[src/rtl/cpd_pkg.sv]
package cpd_pkg;
  localparam int ADDR_W      = 32;
  localparam int ENTRY_BYTES = 8;
  localparam int ALIGN_BITS  = 13;
  localparam int VER_OFFSET  = 'h80;
  localparam logic [7:0] VER_PLAIN  = 8'h03;
  localparam logic [7:0] VER_PACKED = 8'h04;

  typedef enum logic [1:0] {
    F_START,
    F_ISSUE,
    F_WAIT,
    F_DONE
  } fetch_state_t;

  typedef struct packed {
    logic [ADDR_W-ALIGN_BITS-1:0] start_hi;
    logic                         valid_n;
    logic [ADDR_W-1:0]            end_addr;
  } page_entry_t;
endpackage

[src/rtl/cpd_fetch.sv]
module cpd_fetch
  import cpd_pkg::*;
#(
  parameter int PAGES = 8,
  parameter int IDX_W = 7
) (
  input  logic              clk,
  input  logic              rst_n,
  input  logic [ADDR_W-1:0] base_addr,
  output logic              req_valid,
  input  logic              req_ready,
  output logic [ADDR_W-1:0] req_addr,
  input  logic              rsp_valid,
  output logic              wr_en,
  output logic [IDX_W-1:0]  wr_idx,
  output logic              busy
);
  localparam int TOTAL = PAGES * ENTRY_BYTES + 1;
  localparam logic [IDX_W-1:0] LAST_IDX = IDX_W'(TOTAL - 1);

  fetch_state_t      st;
  logic [IDX_W-1:0]  idx;
  logic [ADDR_W-1:0] base_q;
  logic [ADDR_W-1:0] off;

  always_comb begin
    if (idx == LAST_IDX) off = ADDR_W'(VER_OFFSET);
    else                 off = ADDR_W'(idx);
  end

  always_ff @(posedge clk or negedge rst_n) begin
    if (!rst_n) begin
      st     <= F_START;
      idx    <= '0;
      base_q <= '0;
    end else begin
      case (st)
        F_START: begin
          base_q <= base_addr;
          st     <= F_ISSUE;
        end
        F_ISSUE: if (req_ready) st <= F_WAIT;
        F_WAIT: if (rsp_valid) begin
          if (idx == LAST_IDX) st <= F_DONE;
          else begin
            idx <= idx + 1'b1;
            st  <= F_ISSUE;
          end
        end
        default: st <= F_DONE;
      endcase
    end
  end

  assign req_valid = (st == F_ISSUE);
  assign req_addr  = base_q + off;
  assign wr_en     = (st == F_WAIT) && rsp_valid;
  assign wr_idx    = idx;
  assign busy      = (st != F_DONE);

  // an unaccepted request is held with a stable address
  p_req_hold_r2: assert property (@(posedge clk) disable iff (!rst_n)
    (req_valid && !req_ready) |=> (req_valid && $stable(req_addr)));

  // no new request while a byte is still owed
  p_one_outstanding_r2: assert property (@(posedge clk) disable iff (!rst_n)
    (req_valid && req_ready) |=> !req_valid);

  // busy never returns once the sector is read
  p_busy_sticky_r1: assert property (@(posedge clk) disable iff (!rst_n)
    !busy |=> !busy);
endmodule

[src/rtl/cpd_table.sv]
module cpd_table
  import cpd_pkg::*;
#(
  parameter int PAGES = 8,
  parameter int IDX_W = 7
) (
  input  logic              clk,
  input  logic              rst_n,
  input  logic              wr_en,
  input  logic [IDX_W-1:0]  wr_idx,
  input  logic [7:0]        wr_data,
  output page_entry_t       entries [PAGES],
  output logic [7:0]        version
);
  localparam int TOTAL = PAGES * ENTRY_BYTES + 1;

  logic [7:0] bytes_q [TOTAL];

  always_ff @(posedge clk or negedge rst_n) begin
    if (!rst_n) begin
      for (int i = 0; i < TOTAL; i++) bytes_q[i] <= 8'hFF;
    end else if (wr_en) begin
      bytes_q[wr_idx] <= wr_data;
    end
  end

  for (genvar p = 0; p < PAGES; p++) begin : g_page
    localparam int B = p * ENTRY_BYTES;
    assign entries[p] = '{
      start_hi: {bytes_q[B+3], bytes_q[B+2], bytes_q[B+1][7:5]},
      valid_n:  bytes_q[B][0],
      end_addr: {bytes_q[B+7], bytes_q[B+6], bytes_q[B+5], bytes_q[B+4]}
    };
  end

  assign version = bytes_q[TOTAL-1];
endmodule

[src/rtl/cpd_select.sv]
module cpd_select
  import cpd_pkg::*;
#(
  parameter int PAGES = 8,
  parameter int SEL_W = 3
) (
  input  logic              clk,
  input  logic              rst_n,
  input  logic              busy,
  input  page_entry_t       entries [PAGES],
  input  logic [7:0]        version,
  input  logic [SEL_W-1:0]  page_sel,
  output logic [ADDR_W-1:0] page_start,
  output logic [ADDR_W-1:0] page_end,
  output logic              page_valid,
  output logic              version_ok,
  output logic              page_err
);
  logic        in_range;
  page_entry_t ent;
  logic        pv, vo, ok;

  if (PAGES < (1 << SEL_W)) begin : g_range_chk
    assign in_range = (int'(page_sel) < PAGES);
  end else begin : g_range_full
    assign in_range = 1'b1;
  end

  always_comb begin
    ent = in_range ? entries[page_sel] : '1;
    pv  = in_range && !ent.valid_n;
    vo  = (version == VER_PLAIN) || (version == VER_PACKED);
    ok  = pv && vo;
  end

  always_ff @(posedge clk or negedge rst_n) begin
    if (!rst_n) begin
      page_start <= '0;
      page_end   <= '0;
      page_valid <= 1'b0;
      version_ok <= 1'b0;
      page_err   <= 1'b0;
    end else if (busy) begin
      page_start <= '0;
      page_end   <= '0;
      page_valid <= 1'b0;
      version_ok <= 1'b0;
      page_err   <= 1'b0;
    end else begin
      page_valid <= pv;
      version_ok <= vo;
      page_err   <= !ok;
      page_start <= ok ? {ent.start_hi, {ALIGN_BITS{1'b0}}} : '0;
      page_end   <= ok ? ent.end_addr : '0;
    end
  end

  // rebuilt start address is always on an 8 KB boundary
  p_start_aligned_r4: assert property (@(posedge clk) disable iff (!rst_n)
    page_start[ALIGN_BITS-1:0] == '0);

  // an errored result never carries addresses
  p_zero_on_err_r7: assert property (@(posedge clk) disable iff (!rst_n)
    page_err |-> (page_start == '0 && page_end == '0));

  // while the sector is being read, the result stays quiet
  p_quiet_busy_r1: assert property (@(posedge clk) disable iff (!rst_n)
    busy |=> (!page_err && !page_valid && !version_ok));
endmodule

[src/rtl/cfg_page_decoder.sv]
module cfg_page_decoder
  import cpd_pkg::*;
#(
  parameter int PAGES = 8,
  parameter int SEL_W = 3
) (
  input  logic              clk,
  input  logic              rst_n,
  input  logic [31:0]       base_addr,
  input  logic [SEL_W-1:0]  page_sel,
  output logic              rd_req_valid,
  input  logic              rd_req_ready,
  output logic [31:0]       rd_req_addr,
  input  logic              rd_rsp_valid,
  input  logic [7:0]        rd_rsp_data,
  output logic              busy,
  output logic [31:0]       page_start,
  output logic [31:0]       page_end,
  output logic              page_valid,
  output logic              version_ok,
  output logic              page_err
);
  localparam int IDX_W = $clog2(PAGES * ENTRY_BYTES + 1);

  logic             wr_en;
  logic [IDX_W-1:0] wr_idx;
  page_entry_t      entries [PAGES];
  logic [7:0]       version;

  cpd_fetch #(.PAGES(PAGES), .IDX_W(IDX_W)) u_fetch (
    .clk      (clk),
    .rst_n    (rst_n),
    .base_addr(base_addr),
    .req_valid(rd_req_valid),
    .req_ready(rd_req_ready),
    .req_addr (rd_req_addr),
    .rsp_valid(rd_rsp_valid),
    .wr_en    (wr_en),
    .wr_idx   (wr_idx),
    .busy     (busy)
  );

  cpd_table #(.PAGES(PAGES), .IDX_W(IDX_W)) u_table (
    .clk    (clk),
    .rst_n  (rst_n),
    .wr_en  (wr_en),
    .wr_idx (wr_idx),
    .wr_data(rd_rsp_data),
    .entries(entries),
    .version(version)
  );

  cpd_select #(.PAGES(PAGES), .SEL_W(SEL_W)) u_select (
    .clk       (clk),
    .rst_n     (rst_n),
    .busy      (busy),
    .entries   (entries),
    .version   (version),
    .page_sel  (page_sel),
    .page_start(page_start),
    .page_end  (page_end),
    .page_valid(page_valid),
    .version_ok(version_ok),
    .page_err  (page_err)
  );
endmodule

[config.mk]
export PLATFORM = sky130hd
export DESIGN_NAME = cfg_page_decoder
export DESIGN_NICKNAME = d
export VERILOG_FILES = /design/src/rtl/cpd_pkg.sv /design/src/rtl/cpd_fetch.sv /design/src/rtl/cpd_table.sv /design/src/rtl/cpd_select.sv /design/src/rtl/cfg_page_decoder.sv
export SDC_FILE = /design/constraint.sdc
export NUM_CORES = 1
export LEC_CHECK = 0
export BUFFER_PORTS_ARGS = -buffer_cell sky130_fd_sc_hd__buf_4
export CAP_MARGIN = 5
export CORE_UTILIZATION = 35
export CTS_BUF_LIST = sky130_fd_sc_hd__clkbuf_4 sky130_fd_sc_hd__clkbuf_8
export DETAILED_ROUTE_END_ITERATION = 16
export SLEW_MARGIN = 25
export SYNTH_ARGS = -nofsm -noshare
export SYNTH_HDL_FRONTEND = slang
export SYNTH_SLANG_ARGS = --single-unit
[constraint.sdc]
create_clock -name clk -period 3.68 [get_ports clk]
set_input_delay 0.184 -clock clk [delete_from_list [all_inputs] [get_ports clk]]
set_output_delay 0.184 -clock clk [all_outputs]
set_load 0.05 [all_outputs]
# Word-level counts from Yosys, hierarchy flattened
# Index checks and enable logic that the tools add are counted.
dict set report op_classes {
  n_addsub 2
  order_cmp 3
  n_eq_ne 8
  muxes 18
  n_bitwise 3
  reduce_logical 9
}
# op count
set op_table {}
lappend op_table {{$bwmux W520} 1}
lappend op_table {{$bmux W52 S3} 1}
lappend op_table {{$mux W32} 4}
lappend op_table {{$mux W52} 2}
lappend op_table {{$demux W8 S7} 1}
lappend op_table {{$add A32 B32 Y32} 1}
lappend op_table {{$mux W8} 2}
lappend op_table {{$eq A8 B2 Y1 const B} 1}
lappend op_table {{$eq A8 B3 Y1 const B} 1}
lappend op_table {{$ge A8 B8 Y1 const B} 1}
lappend op_table {{$lt A8 B1 Y1 const B} 1}
lappend op_table {{$not A7 Y8} 1}
lappend op_table {{$add A7 B1 Y7 const B} 1}
lappend op_table {{$eq A7 B7 Y1 const B} 1}
lappend op_table {{$mux W2} 3}
lappend op_table {{$pmux W2 S3} 1}
lappend op_table {{$ge A4 B4 Y1 const B} 1}
lappend op_table {{$ne A2 B2 Y1 const B} 2}
lappend op_table {{$not A3 Y4} 1}
lappend op_table {{$logic_and A1 B1 Y1} 3}
lappend op_table {{$mux W1} 3}
lappend op_table {{$reduce_and A3 Y1} 1}
lappend op_table {{$eq A2 B1 Y1 const B} 1}
lappend op_table {{$eq A2 B2 Y1 const B} 1}
lappend op_table {{6 further kinds} 7}
dict set report word_totals {
  reg_bits 628
  out_inout_bits 101
  elab_cells 116
}

# Logic depth before layout (Yosys ltp)
dict set report logic_depth {
  ltp_word 8
  ltp_mapped 14
  ltp_nobuf 12
}

# Cells and area by module
# Synthesis repeated with hierarchy kept, for this count alone.
dict set report unflattened {
  cells_unflattened 1564
  area_unflattened_um2 24513.5
}
# mod n_inst cells_each area_per_inst_um2
set by_module_without_submodules {}
lappend by_module_without_submodules {cpd_table 1 1000 16849.9}
lappend by_module_without_submodules {cpd_select 1 324 5118.7}
lappend by_module_without_submodules {cpd_fetch 1 240 2544.9}

# Worst setup path before layout
# No wires, ideal clock.
dict set report synth_path {
  kind {register to output}
  from {register u_fetch.idx[1], in the netlist u_fetch.wr_idx[1]}
  to {output rd_req_addr[26]}
  t_arrival_ns 3.543
  slack_ns -0.047
  stages_incl_launch_ff 15
  n_path_buf 2
  cell_sequence {dfrtp_1 > buf_2 > inv_1 > ha_1 > and4b_1 > clkbuf_1 > nor2_1 > ha_1 > inv_1 > fa_1 > nand2b_1 > a21oi_1 > o211ai_2 > nor4_1 > xor2_1}
}
dict set report synth_via {
  elab_chain_cells 3
}
# item line_no
set synth_lines {}
lappend synth_lines {{from (decl)} cpd_fetch.sv:22} ;# logic [IDX_W-1:0] idx;
lappend synth_lines {{from (signal assigned)} cpd_fetch.sv:46} ;# idx <= idx + 1'b1;
lappend synth_lines {{$eq A7 B7 Y1} cpd_fetch.sv:27} ;# if (idx == LAST_IDX) off = ADDR_W'(VER_OFFSET);
lappend synth_lines {{$mux W8 (*)} cpd_fetch.sv:27}
lappend synth_lines {{$add A32 B32 Y32 (*)} cpd_fetch.sv:56} ;# assign req_addr = base_q + off;
lappend synth_lines {{to (decl)} cfg_page_decoder.sv:13} ;# output logic [31:0] rd_req_addr,
# Every way passes the cells marked *; elsewhere a longest branch is shown, timed or not.

# Worst setup path after layout
dict set report layout_path {
  from {register u_fetch.idx[0], in the netlist u_fetch.wr_idx[0]}
  to {output rd_req_addr[26]}
}
# The elaborated chain is that of the path after synthesis.

==> results.json <==
{
  "cts_tree": "done",
  "power.switching_mw": 3.78,
  "crit_fanout": 6,
  "path_clk_slew_ns": 0.07,
  "cts_max_level": 3,
  "path_buf_inv": 3,
  "synthDominantCellAreaShare_pct": 46.5,
  "worst_pin_slew_ns": 0.928,
  "p_sw_share_pct": 27.2,
  "synth_seq_area_share_pct": 56.4,
  "async_reset_ff_share_pct": 100,
  "synthFlopType": "dfstp_2",
  "synth_edf_count": 0,
  "fmaxAchievable_mhz": 281,
  "ys_types": 53,
  "layout.nets": 1822,
  "core.rowCount": 95,
  "p_clk_share_pct": 42.5,
  "reg2reg_to": "u_select.page_start[15]$_DFF_PN0_",
  "synth_top_area_cell": "dfstp_2",
  "internal-power_mw": 10.1,
  "syn_area_um2": 24000,
  "rsz0062_at_grt": "yes",
  "timing.final.hold_violations": 0,
  "dr.pass1.iters": 4,
  "worst_setup_path_end_kind": "primary output",
  "drv_slew": 0,
  "track_usage_pct": 16.3,
  "overflow": 0,
  "yosys-top-cells-area": "dfstp_2, mux2_2, dfrtp_1",
  "p_leak_nw": 11.9,
  "cp_slowest_cell": "dfrtp_1",
  "path_cells": "inv_2 -> ha_1 -> and4b_2 -> nor2_2 -> ha_2 -> inv_1 -> fa_2 -> nand2b_4 -> a21oi_4 -> o211ai_4 -> nor4_4 -> xor2_2 -> buf_6",
  "seq_power_share_pct": 44.1,
  "reg2regPathDepth": 5,
  "clock_sinks": 519,
  "antenna_found_initial": 0,
  "core_um2": 67500,
  "die_y_um": 264,
  "finalWirelength_um": 55900,
  "slew_headroom_pct": 38.0,
  "io_pins": 148,
  "drt_iter0_drc": 597,
  "root_buffer": "clkbuf_8",
  "ir_worst_vdd_mv": 0.337,
  "cts-buffers-inserted": 91,
  "num_vias": 13700,
  "min_period_ns": 3.57,
  "layout-drive-gt1-share_pct": 75.0,
  "worst_slack_ns": 0.115,
  "clk_latency_ns": 0.67,
  "maxCapViolations": 0,
  "portBuffers": 134,
  "avgSynthCellArea_um2": 15.3,
  "die_x_um": 264,
  "setup_viol": 0,
  "power.density_nw_per_um2": 488,
  "gp_congestion": 0.824,
  "cpPeakStageDelay_ns": 0.37,
  "grt_first_pass_wirelength_um": 88400,
  "ys_ff_latch": 519,
  "hp-class": "input port to asynchronous set/reset pin",
  "status": "complete, no violations",
  "worst-setup-path-type": "register to primary output",
  "yosysWarnings": 0,
  "grt_pass1_vias": 15100,
  "fin_area_um2": 28500,
  "cp_data_required_time_ns": 3.50,
  "drc": 0,
  "die_area_um2": 69500,
  "r2r_setup_slack_ns": 1.14,
  "placed_area_um2": 25900,
  "pre_cts_slack_ns": 0.199,
  "cp-start-kind": "register",
  "antenna_left": 0,
  "cp.arrival_ns": 3.38,
  "combinationalPowerShare_pct": 13.4,
  "hpwl_um": 33300,
  "reg2reg_from": "u_table.version[5]$_DFFE_PN1P_",
  "finClkSkew_ns": 0.0305,
  "viasPerCell": 5.04,
  "crit_family": "simple AND/OR/NAND/NOR gates",
  "critPathLaunch": "u_fetch.wr_idx[0]$_DFFE_PN0P_",
  "grt_max_degree": 108,
  "num_antenna_cells": 0,
  "syn_inst": 1568,
  "power_mw": 13.9,
  "fin_crit_sh_pct": 96.9,
  "start_util_pct": 35.5,
  "area_growth_pct": 18.8,
  "wl_per_cell_um": 20.6,
  "clockBufferDepth": 3
}
==> area by class of cell <==
class / instances / area (µm²)
fill: 6135 / 39000
multi-input combinational: 940 / 10000
tap: 873 / 1090
timing repair buffer: 202 / 1710
clock inverter: 18 / 159
inverter: 10 / 37.5
sequential: 519 / 13500
clock buffer: 150 / 1930
==> placed cells by master, fill, tap and decap left out, drive strengths merged, types with 7 or more instances in the layout <==
| cell type | n |
|---|---|
| nor2b | 8 |
| conb | 13 |
| ha | 10 |
| nor3 | 12 |
| a21oi | 11 |
| dlygate4sd3 | 37 |
| nand4 | 8 |
| mux2i | 52 |
| xor2 | 12 |
| nand2b | 7 |
| dfstp | 424 |
| buf | 165 |
| inv | 13 |
| mux4 | 104 |
| nor2 | 108 |
| mux2 | 451 |
| xnor2 | 24 |
| dfrtp | 95 |
| nand3 | 11 |
| o21ai | 11 |
| nand2 | 63 |
| clkbuf | 150 |
| clkinv | 11 |
==> cells in the mapped netlist (4+ instances only) <==
| library cell | number |
|---|---|
| nor2_2 | 18 |
| clkbuf_1 | 60 |
| o211ai_1 | 4 |
| buf_1 | 4 |
| nand2b_1 | 6 |
| nor2_1 | 76 |
| buf_2 | 33 |
| mux4_2 | 104 |
| ha_1 | 10 |
| buf_4 | 14 |
| nand3_1 | 9 |
| nor2_4 | 14 |
| nand2_1 | 53 |
| xor2_1 | 12 |
| xnor2_1 | 24 |
| and3_1 | 6 |
| nor2b_1 | 8 |
| nor3_1 | 10 |
| inv_1 | 10 |
| o21ai_0 | 11 |
| nand2_2 | 10 |
| dfstp_2 | 424 |
| a21oi_1 | 11 |
| dfrtp_1 | 95 |
| mux2i_1 | 52 |
| nand4_1 | 8 |
| mux2_2 | 450 |
==> sequential cells by signal, indices dropped and copies added, names as in the netlist <==
name,flops
u_select.page_valid,1
u_select.version_ok,1
u_fetch.st,2
u_select.page_start,19
u_select.page_end,32
u_table.entries,416
u_select.page_err,1
u_table.version,8
u_fetch.base_q,32
u_fetch.wr_idx,7
==> cell families after synthesis <==
logic type | share of synthesized area (%)
AOI/OAI and AO/OA | 0.861
and+or+nand+nor | 5.39
other | 0.0156
buffers and inverters | 2.29
xor gates and xnor gates | 1.32
adders and majority gates | 0.605
muxes | 33.1
DFF | 56.4
==> how the worst max path moves through the flow <==
stage	to	slack, ns	cells past startpoint
floorplan	rd_req_addr[28]	0.02	14
global placement	rd_req_addr[26]	0.29	13
detailed placement	rd_req_addr[26]	0.20	13
CTS	rd_req_addr[26]	0.02	13
global route	rd_req_addr[28]	-0.02	13
finish	rd_req_addr[26]	0.11	13
==> power groups by stage <==
stage | Combinational [mW] | Sequential, mW | Clock (mW)
after floorplan | 1.20 | 6.15 | 0
after global placement | 1.75 | 6.20 | 0
after detailed placement | 1.77 | 6.20 | 0
after CTS | 1.86 | 6.12 | 6.10
after global routing | 2.00 | 6.15 | 6.34
final | 1.86 | 6.13 | 5.90
==> per-layer routing <==
metal	vias to the layer above	GRT usage (%)	routed length, µm
li1	6057	-	-
met5	-	0	0
met4	0	5.78	1330
met2	278	27.4	27600
met3	95	3.45	2530
met1	7232	20.9	24500
==> per-stage QoR <==
step	hold WS [ns]	setup TNS (ns)	util [%]	cells
finish	0.144	0	42.2	2712
floorplan	-0.112	0	-	1580
CTS	0.0841	0	42.1	2709
detailed placement	0.249	0	38.3	2498
global route	0.134	-0.0650	42.2	2712
global placement	0.236	0	38.3	2498
==> timing repair <==
action	CTS	global route
endpoints found under the hold margin	122	0
hold buffers	37	0
buffers inserted	6	3
gates cloned	0	0
setup endpoints to repair	12	15
pin swaps	5	9
gates resized for setup	12	9
Note: power is estimated with default switching activity, not from simulation.
